`config.mk`:
```
export PLATFORM = sky130hd
export DESIGN_NAME = i2c_strap_slave
export DESIGN_NICKNAME = d
export VERILOG_FILES = /design/src/rtl/i2c_strap_pkg.sv /design/src/rtl/i2c_line_sync.sv /design/src/rtl/i2c_bus_events.sv /design/src/rtl/i2c_reg_ptr.sv /design/src/rtl/i2c_strap_slave.sv
export SDC_FILE = /design/constraint.sdc
export NUM_CORES = 1
export LEC_CHECK = 0
export CORE_MARGIN = 1.5
export CORE_UTILIZATION = 40
export DETAILED_ROUTE_END_ITERATION = 6
export DONT_BUFFER_PORTS = 1
export PLACE_DENSITY = 0.66
export SLEW_MARGIN = 20
export SYNTH_ARGS = -nofsm -noshare
export SYNTH_HDL_FRONTEND = slang
export SYNTH_SLANG_ARGS = --single-unit
```
`constraint.sdc`:
```
create_clock -name clk -period 4.37 [get_ports clk]
set_input_delay 0.874 -clock clk [delete_from_list [all_inputs] [get_ports clk]]
set_output_delay 0.874 -clock clk [all_outputs]
set_load 0.01 [all_outputs]
```
`src/rtl/i2c_strap_pkg.sv`:
```
package i2c_strap_pkg;
   localparam int BYTE_W = 8;
   typedef enum logic [2:0] {
      ST_IDLE, ST_ADDR, ST_ADDR_ACK, ST_WR, ST_WR_ACK, ST_RD, ST_RD_ACK
   } slv_state_t;
endpackage

```
`src/rtl/i2c_line_sync.sv`:
```
module i2c_line_sync #(
   parameter int W       = 4,
   parameter int STAGES  = 2,
   parameter logic [W-1:0] RST_VAL = '1
) (
   input  logic         clk,
   input  logic         rst_n,
   input  logic [W-1:0] d_in,
   output logic [W-1:0] q_now,
   output logic [W-1:0] q_prev
);
   if (STAGES < 2) begin : g_bad_stages
      $error("i2c_line_sync: STAGES must be at least 2");
   end

   logic [STAGES-1:0][W-1:0] chain;

   for (genvar s = 0; s < STAGES; s++) begin : g_stage
      if (s == 0) begin : g_first
         always_ff @(posedge clk or negedge rst_n)
            if (!rst_n) chain[0] <= RST_VAL;
            else        chain[0] <= d_in;
      end else begin : g_next
         always_ff @(posedge clk or negedge rst_n)
            if (!rst_n) chain[s] <= RST_VAL;
            else        chain[s] <= chain[s-1];
      end
   end

   always_ff @(posedge clk or negedge rst_n)
      if (!rst_n) q_prev <= RST_VAL;
      else        q_prev <= chain[STAGES-1];

   assign q_now = chain[STAGES-1];
endmodule

```
`src/rtl/i2c_bus_events.sv`:
```
module i2c_bus_events #(
   parameter int STRAP_W = 2
) (
   input  logic               clk,
   input  logic               rst_n,
   input  logic               scl_s,
   input  logic               scl_p,
   input  logic               sda_s,
   input  logic               sda_p,
   input  logic [STRAP_W-1:0] strap_s,
   output logic               scl_rise,
   output logic               scl_fall,
   output logic               start_ev,
   output logic               stop_ev,
   output logic [STRAP_W-1:0] strap_q
);
   logic in_start_pulse;
   logic stop_raw;

   assign scl_rise = scl_s & ~scl_p;
   assign scl_fall = ~scl_s & scl_p;
   assign start_ev = scl_s & scl_p & sda_p & ~sda_s;
   assign stop_raw = scl_s & scl_p & ~sda_p & sda_s;
   assign stop_ev  = stop_raw & ~in_start_pulse;

   always_ff @(posedge clk or negedge rst_n)
      if (!rst_n) begin
         in_start_pulse <= 1'b0;
         strap_q        <= '0;
      end else begin
         if (start_ev) begin
            in_start_pulse <= 1'b1;
            strap_q        <= strap_s;
         end else if (!scl_s) begin
            in_start_pulse <= 1'b0;
         end
      end

   // a STOP while the START pulse is still high must not be reported
   assert_same_pulse_R8: assert property (@(posedge clk) disable iff (!rst_n)
      (start_ev) |=> !stop_ev);
endmodule

```
`src/rtl/i2c_reg_ptr.sv`:
```
module i2c_reg_ptr #(
   parameter int AW = 8
) (
   input  logic          clk,
   input  logic          rst_n,
   input  logic          load,
   input  logic [AW-1:0] load_val,
   input  logic          inc,
   output logic [AW-1:0] ptr
);
   always_ff @(posedge clk or negedge rst_n)
      if (!rst_n)    ptr <= '0;
      else if (load) ptr <= load_val;
      else if (inc)  ptr <= ptr + 1'b1;

   assert_ptr_step_R5: assert property (@(posedge clk) disable iff (!rst_n)
      (inc && !load) |=> ptr == AW'($past(ptr) + 1'b1));
endmodule

```
`src/rtl/i2c_strap_slave.sv`:
```
module i2c_strap_slave
   import i2c_strap_pkg::*;
#(
   parameter int AW          = 8,
   parameter int STRAP_W     = 2,
   parameter int SYNC_STAGES = 2,
   parameter logic [6-STRAP_W:0] ADDR_HI = '1
) (
   input  logic               clk,
   input  logic               rst_n,
   input  logic               scl_in,
   input  logic               sda_in,
   input  logic [STRAP_W-1:0] strap_in,
   output logic               sda_oe,
   output logic [AW-1:0]      reg_addr,
   output logic               reg_wr_en,
   output logic [7:0]         reg_wr_data,
   output logic               reg_rd_en,
   input  logic [7:0]         reg_rd_data
);
   localparam int SW = STRAP_W + 2;
   localparam logic [3:0] LAST_BIT = 4'(BYTE_W);

   if (AW < 1 || AW > BYTE_W) begin : g_bad_aw
      $error("i2c_strap_slave: AW must be 1..8");
   end
   if (STRAP_W < 1 || STRAP_W > 6) begin : g_bad_strap
      $error("i2c_strap_slave: STRAP_W must be 1..6");
   end

   logic [SW-1:0] raw_in, sync_now, sync_prev;
   logic scl_s, sda_s, scl_rise, scl_fall, start_ev, stop_ev;
   logic [STRAP_W-1:0] strap_q;

   assign raw_in = {strap_in, sda_in, scl_in};

   i2c_line_sync #(.W(SW), .STAGES(SYNC_STAGES), .RST_VAL({SW{1'b1}})) u_sync (
      .clk(clk), .rst_n(rst_n), .d_in(raw_in), .q_now(sync_now), .q_prev(sync_prev));

   assign scl_s = sync_now[0];
   assign sda_s = sync_now[1];

   i2c_bus_events #(.STRAP_W(STRAP_W)) u_events (
      .clk(clk), .rst_n(rst_n),
      .scl_s(scl_s), .scl_p(sync_prev[0]), .sda_s(sda_s), .sda_p(sync_prev[1]),
      .strap_s(sync_now[SW-1:2]),
      .scl_rise(scl_rise), .scl_fall(scl_fall), .start_ev(start_ev), .stop_ev(stop_ev),
      .strap_q(strap_q));

   slv_state_t state;
   logic [3:0] bit_cnt;
   logic [7:0] rx_sh, tx_sh;
   logic rw_q, ptr_first, mst_ack, oe_q, wr_q, rd_q, ld_q;
   logic [7:0] wr_data_q;
   logic [AW-1:0] ld_val_q;

   i2c_reg_ptr #(.AW(AW)) u_ptr (
      .clk(clk), .rst_n(rst_n), .load(ld_q), .load_val(ld_val_q),
      .inc(wr_q | rd_q), .ptr(reg_addr));

   always_ff @(posedge clk or negedge rst_n)
      if (!rst_n) begin
         state <= ST_IDLE; bit_cnt <= '0; rx_sh <= '0; tx_sh <= '0;
         rw_q <= 1'b0; ptr_first <= 1'b0; mst_ack <= 1'b0; oe_q <= 1'b0;
         wr_q <= 1'b0; rd_q <= 1'b0; ld_q <= 1'b0; wr_data_q <= '0; ld_val_q <= '0;
      end else begin
         wr_q <= 1'b0; rd_q <= 1'b0; ld_q <= 1'b0;
         if (start_ev) begin
            state <= ST_ADDR; bit_cnt <= '0; oe_q <= 1'b0;
         end else if (stop_ev) begin
            state <= ST_IDLE; oe_q <= 1'b0;
         end else begin
            unique case (state)
               ST_ADDR, ST_WR: begin
                  if (scl_rise && bit_cnt < LAST_BIT) begin
                     rx_sh   <= {rx_sh[6:0], sda_s};
                     bit_cnt <= bit_cnt + 1'b1;
                  end else if (scl_fall && bit_cnt == LAST_BIT) begin
                     if (state == ST_ADDR) begin
                        if (rx_sh[7:1] == {ADDR_HI, strap_q}) begin
                           oe_q <= 1'b1; rw_q <= rx_sh[0]; state <= ST_ADDR_ACK;
                        end else begin
                           state <= ST_IDLE;
                        end
                     end else begin
                        oe_q <= 1'b1; state <= ST_WR_ACK;
                        if (ptr_first) begin
                           ld_q <= 1'b1; ld_val_q <= rx_sh[AW-1:0]; ptr_first <= 1'b0;
                        end else begin
                           wr_q <= 1'b1; wr_data_q <= rx_sh;
                        end
                     end
                  end
               end
               ST_ADDR_ACK: if (scl_fall) begin
                  bit_cnt <= '0;
                  if (rw_q) begin
                     tx_sh <= reg_rd_data; oe_q <= ~reg_rd_data[7]; rd_q <= 1'b1;
                     state <= ST_RD;
                  end else begin
                     oe_q <= 1'b0; ptr_first <= 1'b1; state <= ST_WR;
                  end
               end
               ST_WR_ACK: if (scl_fall) begin
                  oe_q <= 1'b0; bit_cnt <= '0; state <= ST_WR;
               end
               ST_RD: if (scl_fall) begin
                  if (bit_cnt == 4'd7) begin
                     oe_q <= 1'b0; state <= ST_RD_ACK;
                  end else begin
                     oe_q    <= ~tx_sh[6];
                     tx_sh   <= {tx_sh[6:0], 1'b0};
                     bit_cnt <= bit_cnt + 1'b1;
                  end
               end
               ST_RD_ACK: begin
                  if (scl_rise) mst_ack <= ~sda_s;
                  else if (scl_fall) begin
                     bit_cnt <= '0;
                     if (mst_ack) begin
                        tx_sh <= reg_rd_data; oe_q <= ~reg_rd_data[7]; rd_q <= 1'b1;
                        state <= ST_RD;
                     end else begin
                        state <= ST_IDLE;
                     end
                  end
               end
               default: ;
            endcase
         end
      end

   assign sda_oe      = oe_q;
   assign reg_wr_en   = wr_q;
   assign reg_wr_data = wr_data_q;
   assign reg_rd_en   = rd_q;

   assert_oe_scl_low_R9: assert property (@(posedge clk) disable iff (!rst_n)
      !$stable(oe_q) |-> !$past(scl_s));
   assert_start_frame_R1: assert property (@(posedge clk) disable iff (!rst_n)
      start_ev |=> (state == ST_ADDR && bit_cnt == 4'd0));
   assert_idle_release_R3: assert property (@(posedge clk) disable iff (!rst_n)
      (state == ST_IDLE) |-> !oe_q);
   assert_write_in_ack_R4: assert property (@(posedge clk) disable iff (!rst_n)
      wr_q |-> (oe_q && state == ST_WR_ACK));
   assert_stop_idle_R7: assert property (@(posedge clk) disable iff (!rst_n)
      (stop_ev && !start_ev) |=> (state == ST_IDLE && !oe_q));
   assert_strobe_excl_R10: assert property (@(posedge clk) disable iff (!rst_n)
      !(wr_q && rd_q));
endmodule

```
Word-level counts from Yosys, hierarchy flattened
Index checks and enable logic that the tools add are counted.
- bitwise logic cells: 21
- add/subtract/negate cells: 2
- reductions and logical operators: 19
- multiplexer cells: 78
- $lt $le $gt $ge: 1
- equality and inequality tests: 36
- operator list (cell ; number):
    7-bit two-way mux ; 7
    1-bit two-way mux ; 42
    3-bit two-way mux ; 13
    4-bit inequality test, second input constant ; 9
    4-bit two-way mux ; 7
    2-bit inequality test, second input constant ; 13
    7-bit case mux with 3 select lines ; 1
    7-bit AND reduction ; 3
    10-bit AND reduction ; 2
    8-bit two-way mux ; 2
    4-bit case mux with 4 select lines ; 1
    3-bit case mux with 5 select lines ; 1
    3-bit inequality test, second input constant ; 4
    1-bit inverter ; 12
    3-bit equality test, second input constant ; 3
    9-bit AND reduction ; 1
    8-bit by 1-bit adder with 8-bit output, second input constant ; 1
    1-bit AND ; 8
    4-bit AND reduction ; 2
    8-bit AND reduction ; 1
    7-bit equality test ; 1
    7-bit nonzero test ; 1
    3-bit by 2-bit equality test with 1-bit output, second input constant ; 2
    6-bit AND reduction ; 1
    other kinds (15) ; 19
- input port bits: 14
- register bits: 66
- output and inout port bits: 19
- logic and storage cells: 176

Logic depth before layout (Yosys ltp)
- word-level depth: 8
- gate-level depth with buffers: 8
- depth with buffers taken out: 7

Cells and area by module
Synthesis repeated with hierarchy kept, for this count alone.
- cells, all modules: 273
- area total of the unflattened synthesis: 3288.2 µm²
- modules (own cells, without submodules) (module ; cells an instance ; area each (µm²) ; instances ; sequential area each (µm²)):
    i2c_strap_slave ; 195 ; 2333.5 ; 1 ; 1126.1
    i2c_reg_ptr ; 49 ; 450.4 ; 1 ; 200.2
    i2c_line_sync ; 16 ; 345.3 ; 1 ; 315.3
    i2c_bus_events ; 13 ; 158.9 ; 1 ; 75.1

Worst setup path after synthesis
Ideal clock, no wire load.
- path kind: register to register
- start point: register bit_cnt[0]
- end point: register ptr_first
- required time: 4242 ps
- path buffers: 0
- period minus slack after synthesis: 1852 ps
- path slack: 2518 ps
- setup time: 128 ps
- cell stages (with the launch flop): 8
- data arrival time: 1724 ps
- cells stage by stage: dfrtp_1 -> inv_1 -> ha_1 -> nand3b_2 -> or3_4 -> o31a_1 -> nor4_2 -> mux2_1
- cells in the longest elaborated chain, start to end: 4
- elaborated cells on any way between the ends: 7
- classes of those cells: order compare (1); eq/ne (3); reduce/logical (3)
- RTL lines (item ; line ; source):
    start: declaration ; i2c_strap_slave.sv:51 ; logic [3:0] bit_cnt;
    start signal: assignment ; i2c_strap_slave.sv:77 ; bit_cnt <= bit_cnt + 1'b1;
    start signal: assignment ; i2c_strap_slave.sv:113 ; bit_cnt <= bit_cnt + 1'b1;
    4-bit < comparator / 4-bit equality test (equally long branches) ; i2c_strap_slave.sv:75, i2c_strap_slave.sv:78 ;
    1-bit logical AND, on equally long branches ; i2c_strap_slave.sv:75, i2c_strap_slave.sv:78 ;
    2-bit inequality test (no source line) ; -- ;
    8-bit AND reduction (no source line) (*) ; -- ;
    end signal: assignment ; i2c_strap_slave.sv:64 ; rw_q <= 1'b0; ptr_first <= 1'b0; mst_ack <= 1'b0; oe_q <= 1'b0;
    end signal: assignment ; i2c_strap_slave.sv:88 ; ld_q <= 1'b1; ld_val_q <= rx_sh[AW-1:0]; ptr_first <= 1'b0;
    end signal: assignment ; i2c_strap_slave.sv:101 ; oe_q <= 1'b0; ptr_first <= 1'b1; state <= ST_WR;
    end: declaration ; i2c_strap_slave.sv:53 ; logic rw_q, ptr_first, mst_ack, oe_q, wr_q, rd_q, ld_q;
Every way passes the cells marked *; elsewhere a longest branch is shown, timed or not.
A chain may end at the register's enable or synchronous reset.

Worst setup path after layout
- start point: register state[2]
- end point: register tx_sh[2]
- cells in the longest elaborated chain, start to end: 3
- elaborated cells on any way between the ends: 13
- classes of those cells: eq/ne (10); mux (1); reduce/logical (2)
- RTL lines (item ; line ; source):
    start: declaration ; i2c_strap_slave.sv:50 ; slv_state_t state;
    start signal: assignment ; i2c_strap_slave.sv:63 ; state <= ST_IDLE; bit_cnt <= '0; rx_sh <= '0; tx_sh <= '0;
    start signal: assignment ; i2c_strap_slave.sv:69 ; state <= ST_ADDR; bit_cnt <= '0; oe_q <= 1'b0;
    start signal: assignment ; i2c_strap_slave.sv:71 ; state <= ST_IDLE; oe_q <= 1'b0;
    3-bit equality test / 3-bit by 2-bit equality test with 1-bit output (equally long branches) ; i2c_strap_slave.sv:73 ; unique case (state)
    2-bit inequality test (no source line) / 3-bit nonzero test (equally long branches) ; -- ;
    10-bit AND reduction (no source line) ; -- ;
    end signal: assignment ; i2c_strap_slave.sv:112 ; tx_sh <= {tx_sh[6:0], 1'b0};
    end: declaration ; i2c_strap_slave.sv:52 ; logic [7:0] rx_sh, tx_sh;
Several ways; a longest one is shown, not always the timed one.

==> impl_metrics.sql <==
INSERT INTO impl_metrics (metric_group, metric, value, unit) VALUES
('run_status', 'outcome', 'completed', ''),
('routing', 'route.detailed.drc', '0', ''),
('clock_network', 'cts.clk_slew.worst_paths', '80', 'ps'),
('die', 'coreArea', '0.00729', 'sq mm'),
('yosys', 'synth_edf_count', '0', ''),
('routing', 'detailroute.via_count', '1972', ''),
('final_layout', 'filler_cell_count', '719', ''),
('yosys', 'most_used_flip_flop_cell_after_synthesis', 'sky130_fd_sc_hd__dfrtp_1', ''),
('routing', 'viasPerCell', '5.18', ''),
('clock_network', 'clock_latency', '350', 'ps'),
('setup_path', 'data_arrival_time_of_the_worst_path', '2280', 'ps'),
('routing', 'routedWlPerCell', '14.7', 'um'),
('timing', 'tightest_slew', '646', 'ps'),
('timing', 'timing_hold_violations_final', '0', ''),
('yosys', 'synth_sequential_area_ratio', '0.550', ''),
('clock_network', 'clock_tree_from_tritoncts', 'built', ''),
('yosys', 'postSynthNetCount', '292', ''),
('timing', 'setup_skew', '14.6', 'ps'),
('routing', 'totalWireLength', '5600', 'um'),
('setup_path', 'critical_path.startpoint_type', 'flip-flop', ''),
('timing', 'max_clock_freq', '483', 'MHz'),
('pwr', 'swShare', '0.248', ''),
('clock_network', 'cts_made_buffers', '9', ''),
('final_layout', 'insertedDiodeCount', '0', ''),
('global_route', 'grt_antenna_before_repair', '0', ''),
('min_path', 'hold_path.class', 'primary input to async pin', ''),
('die', 'die_area', '0.00809', 'sq mm'),
('yosys', 'synthesis.yosys.warnings', '0', ''),
('pwr', 'portion_of_total_power_attributed_to_sequential_cells', '0.570', ''),
('timing', 'setup-tns-final', '0', 'ps'),
('yosys', 'post_synth_arst_share', '1.00', ''),
('die', 'die_w', '89.9', 'um'),
('yosys', 'syn-cell-area', '0.00302', 'sq mm'),
('timing', 'part_of_the_cycle_the_worst_path_needs', '0.474', ''),
('die', 'num_rows', '31', ''),
('pwr', 'clock_power_share', '0.399', ''),
('timing', 'unrepaired_setup_endpoints_after_global_routing', 'no', ''),
('global_route', 'grt_usage', '0.150', ''),
('final_layout', 'stdcell_count', '381', ''),
('pwr', 'power.share.combinational', '0.031', ''),
('clock_network', 'cts_max_level', '3', ''),
('place', 'number_of_buffer_cells_added_on_primary_ports', '0', ''),
('setup_path', 'crit_path_start', 'state[2]$_DFFE_PN0P_', ''),
('place', 'finalWeightedCongestion', '0.919', ''),
('pwr', 'power_switching', '0.283', 'mW'),
('global_route', 'overflow', '0', ''),
('yosys', 'synth_cells', '275', ''),
('yosys', 'yosys_register_bits', '66', ''),
('final_layout', 'area_delta_synth_final', '8.40', '%'),
('setup_path', 'timing.rr.start', 'state[2]$_DFFE_PN0P_', ''),
('die', 'floorplan.die.height', '89.9', 'um'),
('routing', 'ant_nets', '0', ''),
('timing', 'setup_viol', '0', ''),
('pwr', 'ir_drop', '0.000152', 'V'),
('run', 'cap_viol_max_count', '0', ''),
('clock_network', 'holdBufCountCts', '0', ''),
('global_route', 'pin_count_of_the_biggest_net_entering_global_routing', '67', ''),
('final_layout', 'layout.area.seq', '0.00166', 'sq mm'),
('timing', 'final-max-slew-violation-count', '0', ''),
('setup_path', 'worst_setup_path_end_kind', 'flip-flop', ''),
('die', 'start_util', '0.415', ''),
('final_layout', 'drive_above_1_share', '0.209', ''),
('yosys', 'synth_cell_type_count', '52', ''),
('pwr', 'power.internal', '0.856', 'mW'),
('yosys', 'synthesis.area_per_instance', '11.0', 'sq um'),
('global_route', 'first_pass_grt_wire_length', '9470', 'um'),
('place', 'post-place-cells', '365', ''),
('die', 'boundaryPins', '33', ''),
('setup_path', 'critPathKind', 'flip-flop to flip-flop', ''),
('pwr', 'p_per_area', '348', 'mW/mm^2'),
('final_layout', 'nets', '294', '');
==> registers in the layout, indices dropped and copies added, names as in the netlist <==
signal                   flops
bit_cnt                      4
ld_q                         1
ld_val_q                     8
mst_ack                      1
ptr_first                    1
reg_rd_en                    1
reg_wr_data                  8
reg_wr_en                    1
rw_q                         1
rx_sh                        8
sda_oe                       1
state                        3
tx_sh                        7
u_events.in_start_pulse      1
u_events.strap_q             2
u_ptr.ptr                    8
u_sync.chain                 4
u_sync.q_now                 4
u_sync.q_prev                2
==> cell usage after synthesis, drive strengths merged (2+ instances only) <==
| master | instances | area (sq um) |
|---|---|---|
| o21ai | 23 | 115 |
| ha | 3 | 37.5 |
| or3 | 2 | 18.8 |
| nand3b | 2 | 18.8 |
| nor3b | 2 | 15.0 |
| a21oi | 6 | 30.0 |
| dfrtp | 56 | 1400 |
| nor2b | 6 | 37.5 |
| buf | 7 | 36.3 |
| nand2 | 53 | 199 |
| xor2 | 4 | 35.0 |
| mux2 | 21 | 236 |
| mux2i | 9 | 90.1 |
| nand3 | 5 | 25.0 |
| nand4 | 5 | 37.5 |
| o31ai | 2 | 15.0 |
| o211ai | 3 | 22.5 |
| nand2b | 6 | 37.5 |
| o21ba | 2 | 20.0 |
| xnor2 | 6 | 52.6 |
| and3 | 2 | 12.5 |
| nor2 | 8 | 30.0 |
| nor3 | 4 | 36.3 |
| o21a | 2 | 15.0 |
| inv | 5 | 18.8 |
| clkbuf | 3 | 11.3 |
| or2 | 2 | 12.5 |
| dfstp | 10 | 263 |
==> layout by cell type, fill, tap and decap left out, drive strengths merged, types with 2 or more instances in the layout <==
cell	n
or3	2
o21ai	23
o21a	2
nor3	4
xor2	4
o31ai	2
clkinvlp	2
xnor2	6
o211ai	3
nor2	8
a21oi	6
nor2b	6
nand2	53
nand4	5
mux2	21
dfrtp	56
inv	6
nand3	5
dfstp	10
and3	2
nand2b	6
mux2i	9
clkbuf	10
nor3b	2
or2	2
o21ba	2
clkinv	3
ha	3
nand3b	2
==> power groups by stage <==
stage	sequential, mW	clock (mW)	combinational [mW]
detailed placement	0.661	0	0.0358
CTS	0.649	0.471	0.0361
global route	0.653	0.494	0.0414
floorplan	0.654	0	0.0327
global placement	0.661	0	0.0349
finish	0.649	0.454	0.0357
==> layer usage <==
| layer | up-vias | routed length [um] | share of wire | track usage |
|---|---|---|---|---|
| li1 | 968 | - | - | - |
| met2 | 53 | 2450 | 0.44 | 0.221 |
| met4 | 0 | 127 | 0.023 | 0.0833 |
| met1 | 941 | 2730 | 0.49 | 0.201 |
| met3 | 10 | 285 | 0.051 | 0.0372 |
| met5 | - | 0 | 0 | 0 |
==> metrics by stage <==
step / setup WS [ps] / power [mW] / util / cell area (sq um) / hold WS, ps
CTS: 2260 / 1.16 / 0.449 / 3280 / 193
global placement: 2300 / 0.695 / 0.426 / 3110 / 347
finish: 2300 / 1.14 / 0.449 / 3280 / 210
detailed placement: 2290 / 0.697 / 0.426 / 3110 / 347
global route: 2090 / 1.19 / 0.449 / 3280 / 191
floorplan: 2520 / 0.687 / - / 3020 / 345
==> final cells by class <==
cell class / count / area share
repair buffers: 1 / 0.00229
clock inverters: 6 / 0.0130
well taps: 99 / 0.0378
inverters: 5 / 0.00573
multi-input cells: 194 / 0.394
clock buffers: 10 / 0.0389
flip-flops and latches: 66 / 0.508
==> worst paths after layout <==
kind | to | slack [ps]
max | tx_sh[2]$_DFFE_PN0P_ | 2300
min | ld_val_q[2]$_DFFE_PN0P_ | 210
max reg2reg | tx_sh[2]$_DFFE_PN0P_ | 2300
min reg2reg | u_sync.q_now[1]$_DFF_PN1_ | 360
max in group asynchronous | u_sync.q_prev[1]$_DFF_PN1_ | 3970
min in group clk | u_sync.q_now[1]$_DFF_PN1_ | 360
==> critical path, cell delays in order (launching register included) <==
cell,delay (ps)
sky130_fd_sc_hd__dfrtp_1,690
sky130_fd_sc_hd__nand3b_1,450
sky130_fd_sc_hd__a2bb2oi_1,240
sky130_fd_sc_hd__nand2b_1,330
sky130_fd_sc_hd__nand2_1,150
sky130_fd_sc_hd__o21ai_0,80
==> logic make-up (layout without fill, tap and decap cells) <==
group | after synthesis | after routing | synth area share
buffers and inverters | 15 | 22 | 0.0219
adder cells (fa/ha/maj) | 3 | 3 | 0.0124
flip-flops | 66 | 66 | 0.550
multiplexers | 30 | 30 | 0.108
AND/OR/NAND/NOR | 101 | 101 | 0.172
AO/OA/AOI/OAI | 50 | 50 | 0.106
XOR/XNOR | 10 | 10 | 0.0290
(Power assumes the default switching activity.)
